===== config.mk =====
export PLATFORM = sky130hd
export DESIGN_NAME = e1_bus_timing_gen
export DESIGN_NICKNAME = d
export VERILOG_FILES = /design/src/rtl/e1tg_pkg.sv /design/src/rtl/e1tg_frame_cnt.sv /design/src/rtl/e1tg_bus_clk.sv /design/src/rtl/e1tg_frame_pulse.sv /design/src/rtl/e1tg_aux_sel.sv /design/src/rtl/e1_bus_timing_gen.sv
export SDC_FILE = /design/constraint.sdc
export NUM_CORES = 1
export LEC_CHECK = 0
export BUFFER_PORTS_ARGS = -buffer_cell sky130_fd_sc_hd__buf_2
export CAP_MARGIN = 20
export CELL_PAD_IN_SITES_DETAIL_PLACEMENT = 1
export CELL_PAD_IN_SITES_GLOBAL_PLACEMENT = 1
export CORE_MARGIN = 3
export CORE_UTILIZATION = 47
export DETAILED_ROUTE_END_ITERATION = 10
export PLACE_DENSITY_LB_ADDON = 0.1
export SETUP_SLACK_MARGIN = 0.5
export SLEW_MARGIN = 10
export SYNTH_ARGS = -nofsm -noshare
export SYNTH_HDL_FRONTEND = slang
export SYNTH_SLANG_ARGS = --single-unit

===== constraint.sdc =====
create_clock -name clk -period 4.9 [get_ports clk]
set_clock_uncertainty 0.05 [all_clocks]
set_input_delay 0 -clock clk [delete_from_list [all_inputs] [get_ports clk]]
set_output_delay 0 -clock clk [all_outputs]
set_load 0.05 [all_outputs]

===== src/rtl/e1tg_pkg.sv =====
package e1tg_pkg;

  localparam int unsigned N_BUS_CLK = 5;
  localparam int unsigned N_FRAME   = 4;

  typedef enum logic [1:0] {
    REF_19M44 = 2'b00,
    REF_8K    = 2'b01,
    REF_1M544 = 2'b10,
    REF_2M048 = 2'b11
  } ref_rate_e;

  // Frame pulse j uses counter bit 0,1,2 for j=0..2 and bit 4 for j=3
  function automatic int unsigned fp_clock_bit(input int unsigned j);
    return (j < 3) ? j : j + 1;
  endfunction

  // True when a pulse of half-width 'half' is active at position 'pos'
  function automatic logic in_frame_window(input int unsigned pos,
                                           input int unsigned half,
                                           input int unsigned len,
                                           input logic        armed);
    return (pos >= len - half) || (armed && (pos < half));
  endfunction

endpackage


===== src/rtl/e1tg_frame_cnt.sv =====
module e1tg_frame_cnt #(
  parameter int unsigned FRAME_W = 13
) (
  input  logic               clk,
  input  logic               rst,
  input  logic               tick,
  output logic [FRAME_W-1:0] cnt_q,
  output logic [FRAME_W-1:0] cnt_nxt,
  output logic               armed_q,
  output logic               armed_nxt
);

  localparam logic [FRAME_W-1:0] LAST_POS = '1;

  always_comb begin
    cnt_nxt   = cnt_q;
    armed_nxt = armed_q;
    if (rst) begin
      cnt_nxt   = '0;
      armed_nxt = 1'b0;
    end else if (tick) begin
      cnt_nxt = cnt_q + 1'b1;
      if (cnt_q == LAST_POS) armed_nxt = 1'b1;
    end
  end

  always_ff @(posedge clk) begin
    cnt_q   <= cnt_nxt;
    armed_q <= armed_nxt;
  end

  AST_WRAP_TO_ZERO: assert property (@(posedge clk) disable iff (rst)
    (tick && cnt_q == LAST_POS) |=> (cnt_q == '0 && armed_q));

  AST_ADVANCE_ONE: assert property (@(posedge clk) disable iff (rst)
    (tick && cnt_q != LAST_POS) |=> (cnt_q == $past(cnt_q) + 1'b1));

  AST_HOLD_IDLE: assert property (@(posedge clk) disable iff (rst)
    !tick |=> $stable(cnt_q));

endmodule


===== src/rtl/e1tg_bus_clk.sv =====
module e1tg_bus_clk #(
  parameter int unsigned FRAME_W = 13,
  parameter int unsigned N_CLK   = 5
) (
  input  logic               clk,
  input  logic               rst,
  input  logic               tick,
  input  logic [FRAME_W-1:0] cnt_nxt,
  output logic [N_CLK-1:0]   clk_q
);

  generate
    for (genvar k = 0; k < N_CLK; k++) begin : g_clk
      always_ff @(posedge clk) begin
        clk_q[k] <= ~cnt_nxt[k];
      end
    end
  endgenerate

  AST_FAST_TOGGLE: assert property (@(posedge clk) disable iff (rst)
    tick |=> (clk_q[0] != $past(clk_q[0])));

  AST_CLK_IDLE: assert property (@(posedge clk) disable iff (rst)
    !tick |=> $stable(clk_q));

endmodule


===== src/rtl/e1tg_frame_pulse.sv =====
module e1tg_frame_pulse
  import e1tg_pkg::*;
#(
  parameter int unsigned FRAME_W = 13,
  parameter int unsigned N_FP    = 4,
  parameter int unsigned RX_POS  = 4,
  parameter int unsigned TX_POS  = 8188
) (
  input  logic               clk,
  input  logic               rst,
  input  logic               tick,
  input  logic [FRAME_W-1:0] cnt_nxt,
  input  logic               armed_nxt,
  output logic [N_FP-1:0]    fp_n,
  output logic               rx_q,
  output logic               tx_q
);

  localparam int unsigned       FRAME_LEN = 1 << FRAME_W;
  localparam logic [FRAME_W-1:0] RX_AT    = RX_POS[FRAME_W-1:0];
  localparam logic [FRAME_W-1:0] TX_AT    = TX_POS[FRAME_W-1:0];

  generate
    for (genvar j = 0; j < N_FP; j++) begin : g_fp
      localparam int unsigned HALF = 1 << fp_clock_bit(j);
      always_ff @(posedge clk) begin
        fp_n[j] <= ~in_frame_window(int'(cnt_nxt), HALF, FRAME_LEN, armed_nxt);
      end
    end
  endgenerate

  always_ff @(posedge clk) begin
    rx_q <= (cnt_nxt == RX_AT);
    tx_q <= (cnt_nxt == TX_AT);
  end

  AST_RX_ONE_TICK: assert property (@(posedge clk) disable iff (rst)
    (tick && rx_q) |=> !rx_q);

  AST_TX_ONE_TICK: assert property (@(posedge clk) disable iff (rst)
    (tick && tx_q) |=> !tx_q);

  AST_STROBES_APART: assert property (@(posedge clk) disable iff (rst)
    $countones({rx_q, tx_q}) <= 1);

endmodule


===== src/rtl/e1tg_aux_sel.sv =====
module e1tg_aux_sel
  import e1tg_pkg::*;
(
  input  logic       clk,
  input  logic       rst,
  input  logic [1:0] rate_sel,
  input  logic       t1_clk,
  input  logic       clk2_nxt,
  output logic       aux_clk,
  output logic       aux_t1_mode
);

  logic pick_t1;
  assign pick_t1 = (ref_rate_e'(rate_sel) == REF_1M544);

  always_ff @(posedge clk) begin
    if (rst) begin
      aux_t1_mode <= 1'b0;
      aux_clk     <= clk2_nxt;
    end else begin
      aux_t1_mode <= pick_t1;
      aux_clk     <= pick_t1 ? t1_clk : clk2_nxt;
    end
  end

  AST_AUX_FOLLOWS_T1: assert property (@(posedge clk) disable iff (rst)
    (rate_sel == 2'b10) |=> (aux_t1_mode && aux_clk == $past(t1_clk)));

  AST_AUX_E1_MODE: assert property (@(posedge clk) disable iff (rst)
    (rate_sel != 2'b10) |=> !aux_t1_mode);

endmodule


===== src/rtl/e1_bus_timing_gen.sv =====
module e1_bus_timing_gen
  import e1tg_pkg::*;
#(
  parameter int unsigned FRAME_W = 13,
  parameter int unsigned RX_POS  = 4,
  parameter int unsigned TX_POS  = 8188
) (
  input  logic       clk,
  input  logic       rst,
  input  logic       tick_en,
  input  logic [1:0] rate_sel,
  input  logic       t1_clk,
  output logic       clk32_o,
  output logic       clk16_o,
  output logic       clk8_o,
  output logic       clk4_o,
  output logic       clk2_o,
  output logic       fp32_n,
  output logic       fp16_n,
  output logic       fp8_n,
  output logic       fp2_n,
  output logic       rx_sync,
  output logic       tx_sync,
  output logic       aux_clk,
  output logic       aux_t1_mode
);

  localparam int unsigned        FRAME_LEN = 1 << FRAME_W;
  localparam int unsigned        CLK2_BIT  = N_BUS_CLK - 1;
  localparam logic [FRAME_W-1:0] FP32_START = FRAME_W'(FRAME_LEN - 1);

  logic [FRAME_W-1:0]   cnt_q;
  logic [FRAME_W-1:0]   cnt_nxt;
  logic                 armed_q;
  logic                 armed_nxt;
  logic [N_BUS_CLK-1:0] bus_clk;
  logic [N_FRAME-1:0]   fp_vec_n;
  logic                 rx_q;
  logic                 tx_q;

  e1tg_frame_cnt #(.FRAME_W(FRAME_W)) u_cnt (
    .clk       (clk),
    .rst       (rst),
    .tick      (tick_en),
    .cnt_q     (cnt_q),
    .cnt_nxt   (cnt_nxt),
    .armed_q   (armed_q),
    .armed_nxt (armed_nxt)
  );

  e1tg_bus_clk #(.FRAME_W(FRAME_W), .N_CLK(N_BUS_CLK)) u_clk (
    .clk     (clk),
    .rst     (rst),
    .tick    (tick_en),
    .cnt_nxt (cnt_nxt),
    .clk_q   (bus_clk)
  );

  e1tg_frame_pulse #(
    .FRAME_W (FRAME_W),
    .N_FP    (N_FRAME),
    .RX_POS  (RX_POS),
    .TX_POS  (TX_POS)
  ) u_fp (
    .clk       (clk),
    .rst       (rst),
    .tick      (tick_en),
    .cnt_nxt   (cnt_nxt),
    .armed_nxt (armed_nxt),
    .fp_n      (fp_vec_n),
    .rx_q      (rx_q),
    .tx_q      (tx_q)
  );

  e1tg_aux_sel u_aux (
    .clk         (clk),
    .rst         (rst),
    .rate_sel    (rate_sel),
    .t1_clk      (t1_clk),
    .clk2_nxt    (~cnt_nxt[CLK2_BIT]),
    .aux_clk     (aux_clk),
    .aux_t1_mode (aux_t1_mode)
  );

  assign clk32_o = bus_clk[0];
  assign clk16_o = bus_clk[1];
  assign clk8_o  = bus_clk[2];
  assign clk4_o  = bus_clk[3];
  assign clk2_o  = bus_clk[4];
  assign fp32_n  = fp_vec_n[0];
  assign fp16_n  = fp_vec_n[1];
  assign fp8_n   = fp_vec_n[2];
  assign fp2_n   = fp_vec_n[3];
  assign rx_sync = rx_q;
  assign tx_sync = tx_q;

  AST_NO_EARLY_FP: assert property (@(posedge clk) disable iff (rst)
    (!armed_q && cnt_q < FP32_START) |-> fp32_n);

  AST_EDGES_AT_WRAP: assert property (@(posedge clk) disable iff (rst)
    (cnt_q == '0) |-> (&bus_clk));

  AST_FP_NESTED: assert property (@(posedge clk) disable iff (rst)
    (!fp32_n) |-> (!fp16_n && !fp8_n && !fp2_n));

  AST_AUX_MATCH_E1: assert property (@(posedge clk) disable iff (rst)
    (!aux_t1_mode) |-> (aux_clk == clk2_o));

endmodule


==> results of run 1 <==
==> worst reg2reg max path, stage by stage, from the launching register on <==
cell       delay [ns]
dfxtp_1          0.46
ha_1             0.36
and4_1           0.38
and4_1           0.27
o32ai_2          0.12
a2111oi_4        0.41
a32oi_1          0.17
==> layout make-up <==
| cell class | count | share of cell area (%) |
|---|---|---|
| clock buffers | 3 | 1.47 |
| clock inverters | 1 | 0.491 |
| inverters | 9 | 2.21 |
| multi-input cells | 98 | 49.5 |
| flip-flops and latches | 27 | 35.3 |
| well taps | 31 | 2.53 |
| repair buffers | 22 | 8.50 |
==> repair_timing <==
| item | 4_1_cts | 5_1_grt |
|---|---|---|
| endpoints found under the hold margin | 2 | 0 |
| hold buffers | 4 | 0 |
| gates resized for setup | 0 | 0 |
==> how the worst max path moves through the flow <==
stage                            from              endpoint  cells after the start
3_3_place_gp   u_cnt.cnt_q[0]$_DFF_P_     u_fp.tx_q$_DFF_P_                      6
6_report       u_cnt.cnt_q[0]$_DFF_P_  u_fp.fp_n[1]$_DFF_P_                      6
4_1_cts        u_cnt.cnt_q[0]$_DFF_P_  u_fp.fp_n[2]$_DFF_P_                      6
5_1_grt        u_cnt.cnt_q[0]$_DFF_P_  u_fp.fp_n[2]$_DFF_P_                      6
2_1_floorplan  u_cnt.cnt_q[0]$_DFF_P_     u_fp.tx_q$_DFF_P_                      8
3_5_place_dp   u_cnt.cnt_q[0]$_DFF_P_  u_fp.fp_n[2]$_DFF_P_                      6
==> through the flow <==
stage / cells / setup slack, ns / power (W)
2_1_floorplan: 145 / 2.89 / 0.000255
4_1_cts: 191 / 2.56 / 0.000364
5_1_grt: 191 / 2.37 / 0.000378
3_5_place_dp: 183 / 2.58 / 0.000262
3_3_place_gp: 183 / 2.69 / 0.000261
6_report: 191 / 2.56 / 0.000361
==> per-layer routing <==
layer	vias up	wire length, µm	global-route usage, %
met1	549	1570	26.1
met2	11	1570	33.1
met4	0	40	5.57
met5	-	0	0
li1	550	-	-
met3	5	60	3.19
==> logic make-up after synthesis <==
logic type,count (synthesis),share of synthesized area [%]
AND/OR/NAND/NOR,65,31.2
AO/OA/AOI/OAI,19,12.5
flip-flops,27,38.1
multiplexers,5,3.79
XOR/XNOR,8,4.93
buffers and inverters,20,8.63
adder cells (fa/ha/maj),1,0.881
==> power by group <==
part | switching, W | internal (W) | total, W
Clock | 0.0000694 | 0.0000313 | 0.000101
Sequential | 0.00000324 | 0.000224 | 0.000227
Combinational | 0.0000221 | 0.0000107 | 0.0000328
Total | 0.0000947 | 0.000266 | 0.000361
==> cells in the final DEF (no fill, tap or decap), types with 2 or more instances in the layout <==
cell / instances
a21oi_1: 2
a22oi_1: 2
a32oi_1: 2
and3_1: 2
and4_1: 5
buf_2: 18
clkbuf_4: 3
dfxtp_1: 27
dlygate4sd3_1: 4
inv_1: 9
mux2_2: 3
mux2i_1: 2
nand2_1: 6
nand2b_1: 3
nand3_1: 4
nand3b_1: 2
nand4_1: 4
nor2_1: 10
nor2b_1: 5
nor3_1: 5
nor4_1: 5
nor4_4: 2
o21ai_0: 2
or2_2: 2
xnor2_1: 4
xor2_1: 4
==> registers in the layout, summed over array words and instances (netlist names) <==
signal             cells
u_fp.rx_q              1
u_fp.fp_n              4
u_cnt.armed_q          1
u_fp.tx_q              1
u_aux.aux_clk          1
u_cnt.cnt_q           13
u_aux.aux_t1_mode      1
u_clk.clk_q            5
==> impl_metrics.tcl, run 1 <==
set metrics [dict create \
    r2r_end "u_fp.fp_n[1]$_DFF_P_" \
    track_usage_pct 19.7 \
    r2r_start "u_cnt.cnt_q[0]$_DFF_P_" \
    root_buffer "clkbuf_4" \
    start_kind "flip-flop" \
    slew_headroom_pct 73.3 \
    max_slew.worst_pin.slew_ns 0.398 \
    cpPeakStageDelay_ns 0.46 \
    overflow 0 \
    fmax_ghz 0.427 \
    hold_depth 2 \
    finalNetCount 168 \
    routed_wl_um 3240 \
    dieHeight_um 61.0 \
    insertion_delay_ns 0.34 \
    syn_to_final_growth_pct 7.75 \
    clock-sinks 27 \
    rsz0062_at_grt "no" \
    ir_drop_mv 0.157 \
    cts_buffers 3 \
    clk_pin_slew_worst_paths_ns 0.15 \
    antenna_cells 0 \
    place.gp.congestion 0.785 \
    drtIter0Drc 44 \
    holdWs_ns 0.0134 \
    io_buffer_count 18 \
    finish.utilization_pct 54.1 \
    async_reset_ff_share_pct 0 \
    ios 19 \
    rr_worst_depth 6 \
    design.core.area_um2 2830 \
    clock_path_buffers 2 \
    drc 0 \
    wl_per_cell_um 17.0 \
    finalHoldViolCount 0 \
    postRouteAntennaNets 0 \
    synth_edf_count 0 \
    start_util_pct 50.2 \
    holdPathEnd "u_cnt.cnt_q[7]$_DFF_P_" \
    antenna_found_initial 0 \
    arrival_ns 2.51 \
    via_per_inst 5.84 \
    post-cts-setup-buffer-count 0 \
    grt_pass1_vias 1122 \
    reg2reg_slack_ns 2.56 \
    critPathTopFamily "compound AO/OA/AOI/OAI gates" \
    fillCellCount 334 \
    synth.most_common_cell "dfxtp_1" \
    path_cells "ha_1, and4_1, and4_1, o32ai_2, a2111oi_4, a32oi_1" \
    synth_ff_type "dfxtp_1" \
    outcome "complete, no violations" \
    cp_slowest_cell "dfxtp_1" \
    die_w_um 61.0 \
    cts_tree "yes" \
    cp_max_fo 9 \
    multi_input_area_um2 757 \
    placed_cell_area_um2 1460 \
    crit_path_end_kind "flip-flop" \
    crit_required_ns 5.07 \
    synth_top_cells_by_count "dfxtp_1 (27), nor2_1 (10), inv_1 (9)" \
    dr.pass1.iters 4 \
    synth_nets 152 \
    ctsHtreeMaxLevel 1 \
    rows 19 \
    finalSetupTns_ns 0 \
    finalCritPeriodShare_pct 47.8 \
    power.leakage_nw 0.582 \
    setup_viol 0 \
    yosys_warnings 0 \
    grt_start_max_net_pins 25 \
    hold_start "rst" \
    synth_area_leaders "dfxtp_1 (38%), buf_6 (3.2%), and4_1 (3.1%), nor4_4 (3.0%), nor2_1 (2.6%)" \
    power_density_nw_per_um2 236 \
    yosysSeqAreaShare_pct 38.1 \
    path_buf_inv 0 \
    cpMostUsedCell "and4_1" \
    place_hpwl_um 2410 \
    die_area_um2 3720 \
    drive_gt1_share_pct 25.6 \
    syn_area_per_cell_um2 9.79 \
    yosys.area.top_type "dfxtp_1" \
    grt_first_pass_wirelength_um 5460 \
    ys_ff_latch 27 \
    crit_type "reg -> reg" \
    period_minus_slack_ns 2.34 \
    syn_area_um2 1420 \
    fin_area_um2 1530 \
    hold_class "in -> reg" \
    post-synth-top-area-fraction_pct 38.1 \
    finalMaxSlewViolations 0 \
    vias 1115 \
    synth_cell_types 49 \
    cap_violations 0 \
    seq_area_um2 541 \
    synth_cells 145 \
]
Power figures use the tool's default switching activity.
==> run 2: changes to the inputs <==
- CORE_UTILIZATION: 47 -> 39
- clock period: 4.9 -> 2.1 ns (I/O delays scaled with it)
==> run 2 against run 1 <==
Clock power is 130% higher. Critical path type unchanged. Combinational power grew to 2.7 times the previous value. Hold slack better by 0.026 ns. Non-clock buffer count is 15 higher. Utilization is 1.1 points lower. Sequential cell count stayed put. Final cell count is 16% higher. Via count is 8.6% higher. Final area is 18% higher.
==> impl_metrics.tcl, run 2 (synthesis gave the netlist of run 1 again) <==
set metrics [dict create \
    outcome "complete, no violations" \
    antenna_found_initial 0 \
    layout.cells.most_common_list "buf_2 (18), dfxtp_1 (18), buf_4 (16), nor2_1 (10), inv_1 (9)" \
    finalSetupTns_ns 0 \
    vias 1211 \
    pwr-share-clk_pct 27.2 \
    top_register "u_cnt.cnt_q" \
    ios 19 \
    finalHoldViolCount 0 \
    reg2reg_slack_ns 0.15 \
    slew_headroom_pct 68.1 \
    drt-met1-wl_um 1620 \
    crit_type "reg -> reg" \
    dr.pass1.iters 4 \
    power_density_nw_per_um2 470 \
    dp_slack_ns -0.0415 \
    grt_pass1_vias 1278 \
    drive_gt1_share_pct 45.7 \
    postRouteAntennaNets 0 \
    cts_buffers 3 \
    finalMaxSlewViolations 0 \
    root_buffer "clkbuf_4" \
    via_per_inst 5.48 \
    switching_share_pct 26.6 \
    holdWs_ns 0.0393 \
    seqPwrFrac_pct 62.2 \
    start_kind "flip-flop" \
    power.leakage_nw 0.728 \
    clock_path_buffers 2 \
    largest_reg_flops 13 \
    dieHeight_um 66.3 \
    r2r_end "u_fp.tx_q$_DFF_P_" \
    cp_max_fo 6 \
    place.gp.congestion 0.771 \
    fmax_ghz 0.514 \
    hold_class "in -> reg" \
    insertion_delay_ns 0.33 \
    cts_tree "yes" \
    topRoutingLayerUsed "met4" \
    finalCritPeriodShare_pct 92.7 \
    rows 21 \
    overflow 0 \
    crit_end "u_fp.tx_q$_DFF_P_" \
    die_area_um2 4400 \
    placed_cell_area_um2 1580 \
    max_slew.worst_pin.slew_ns 0.479 \
    setup_viol 0 \
    wl_per_cell_um 17.2 \
    period_minus_slack_ns 1.95 \
    crit_required_ns 2.33 \
    p_switching_w 0.000226 \
    ctsHtreeMaxLevel 1 \
    arrival_ns 2.18 \
    fillCellCount 395 \
    r2r_start "u_cnt.cnt_q[0]$_DFF_P_" \
    fin_area_um2 1810 \
    drc 0 \
    intPower_w 0.000624 \
    crit_path_end_kind "flip-flop" \
    worst_slack_ns 0.153 \
    cap_violations 0 \
    die_w_um 66.3 \
    syn_to_final_growth_pct 27.4 \
    track_usage_pct 17.6 \
    rr_worst_depth 7 \
    rsz0062_at_grt "yes" \
    drtIter0Drc 32 \
    wl_met2_um 2010 \
    grt_first_pass_wirelength_um 5910 \
    design.core.area_um2 3420 \
    routed_wl_um 3790 \
    clock-sinks 27 \
    p_comb_share_pct 10.6 \
    clk_pin_slew_worst_paths_ns 0.15 \
    place_hpwl_um 2550 \
    ir_drop_mv 0.215 \
    finalNetCount 183 \
    grt_start_max_net_pins 25 \
    startpoint "u_cnt.cnt_q[0]$_DFF_P_" \
    met3WireLength_um 102 \
    reg.largest.list "u_cnt.cnt_q: 13 flops, u_clk.clk_q: 5 flops, u_fp.fp_n: 4 flops" \
    io_buffer_count 18 \
    finish.utilization_pct 53.0 \
    antenna_cells 0 \
    start_util_pct 41.6 \
]
## run 2: changes by cell type in the layout (fill, tap and decap cells not counted), moves of 3 or more
cell,previous run,this run
buf_4,0,16
dfxtp_1,27,18
dfxtp_2,0,5
dfxtp_4,0,4
nor4_1,5,2
## run 2: critical path, stage by stage, from the launching register on
cell       delay (ns)
dfxtp_4          0.41
ha_4             0.16
buf_4            0.13
nand3b_1         0.10
nor4b_2          0.31
o32ai_2          0.16
a2111oi_4        0.31
and4_1           0.25
## run 2: per-stage QoR
stage          std cells  power, W
4_1_cts              218  0.000856
6_report             221  0.000850
5_1_grt              221  0.000889
3_3_place_gp         210  0.000614
3_5_place_dp         210  0.000615
2_1_floorplan        145  0.000597
## run 2: how the worst min path moves through the flow
stage	startpoint	end	slack, ns	cells after the start
floorplan	t1_clk	u_aux.aux_clk$_DFF_P_	0.08	2
global placement	t1_clk	u_aux.aux_clk$_DFF_P_	0.18	3
detailed placement	t1_clk	u_aux.aux_clk$_DFF_P_	0.18	3
CTS	rate_sel[1]	u_aux.aux_clk$_DFF_P_	0.03	4
global route	rate_sel[1]	u_aux.aux_clk$_DFF_P_	0.04	4
finish	rate_sel[1]	u_aux.aux_clk$_DFF_P_	0.04	4
## run 2: layout make-up
cell class / count / area (µm²) / area share [%]
multi-input combinational: 98 / 888 / 49.1
sequential: 27 / 562 / 31.1
timing repair buffer: 37 / 240 / 13.3
tap: 46 / 57.6 / 3.18
inverter: 9 / 33.8 / 1.87
clock buffer: 3 / 22.5 / 1.24
clock inverter: 1 / 5.00 / 0.277
## run 2: per-layer routing
layer  global-route usage (%)  up-vias
li1                         -      582
met1                     21.2      598
met2                     30.6       25
met3                     3.06        6
met4                     7.36        0
met5                        0        -
## run 2: timing repair
action / CTS / global route
setup buffers: 1 / 3
endpoints found under the setup margin: 11 / 7
pin swaps: 6 / 3
hold buffers: 3 / 0
endpoints found under the hold margin: 2 / 0
gates resized for setup: 15 / 17
## run 2: power groups by stage
stage	registers (W)	clock network, W	logic, W
final	0.000529	0.000231	0.0000901
after global routing	0.000530	0.000262	0.0000971
after CTS	0.000532	0.000243	0.0000801
after detailed placement	0.000541	0	0.0000732
after global placement	0.000542	0	0.0000723
after floorplan	0.000561	0	0.0000361
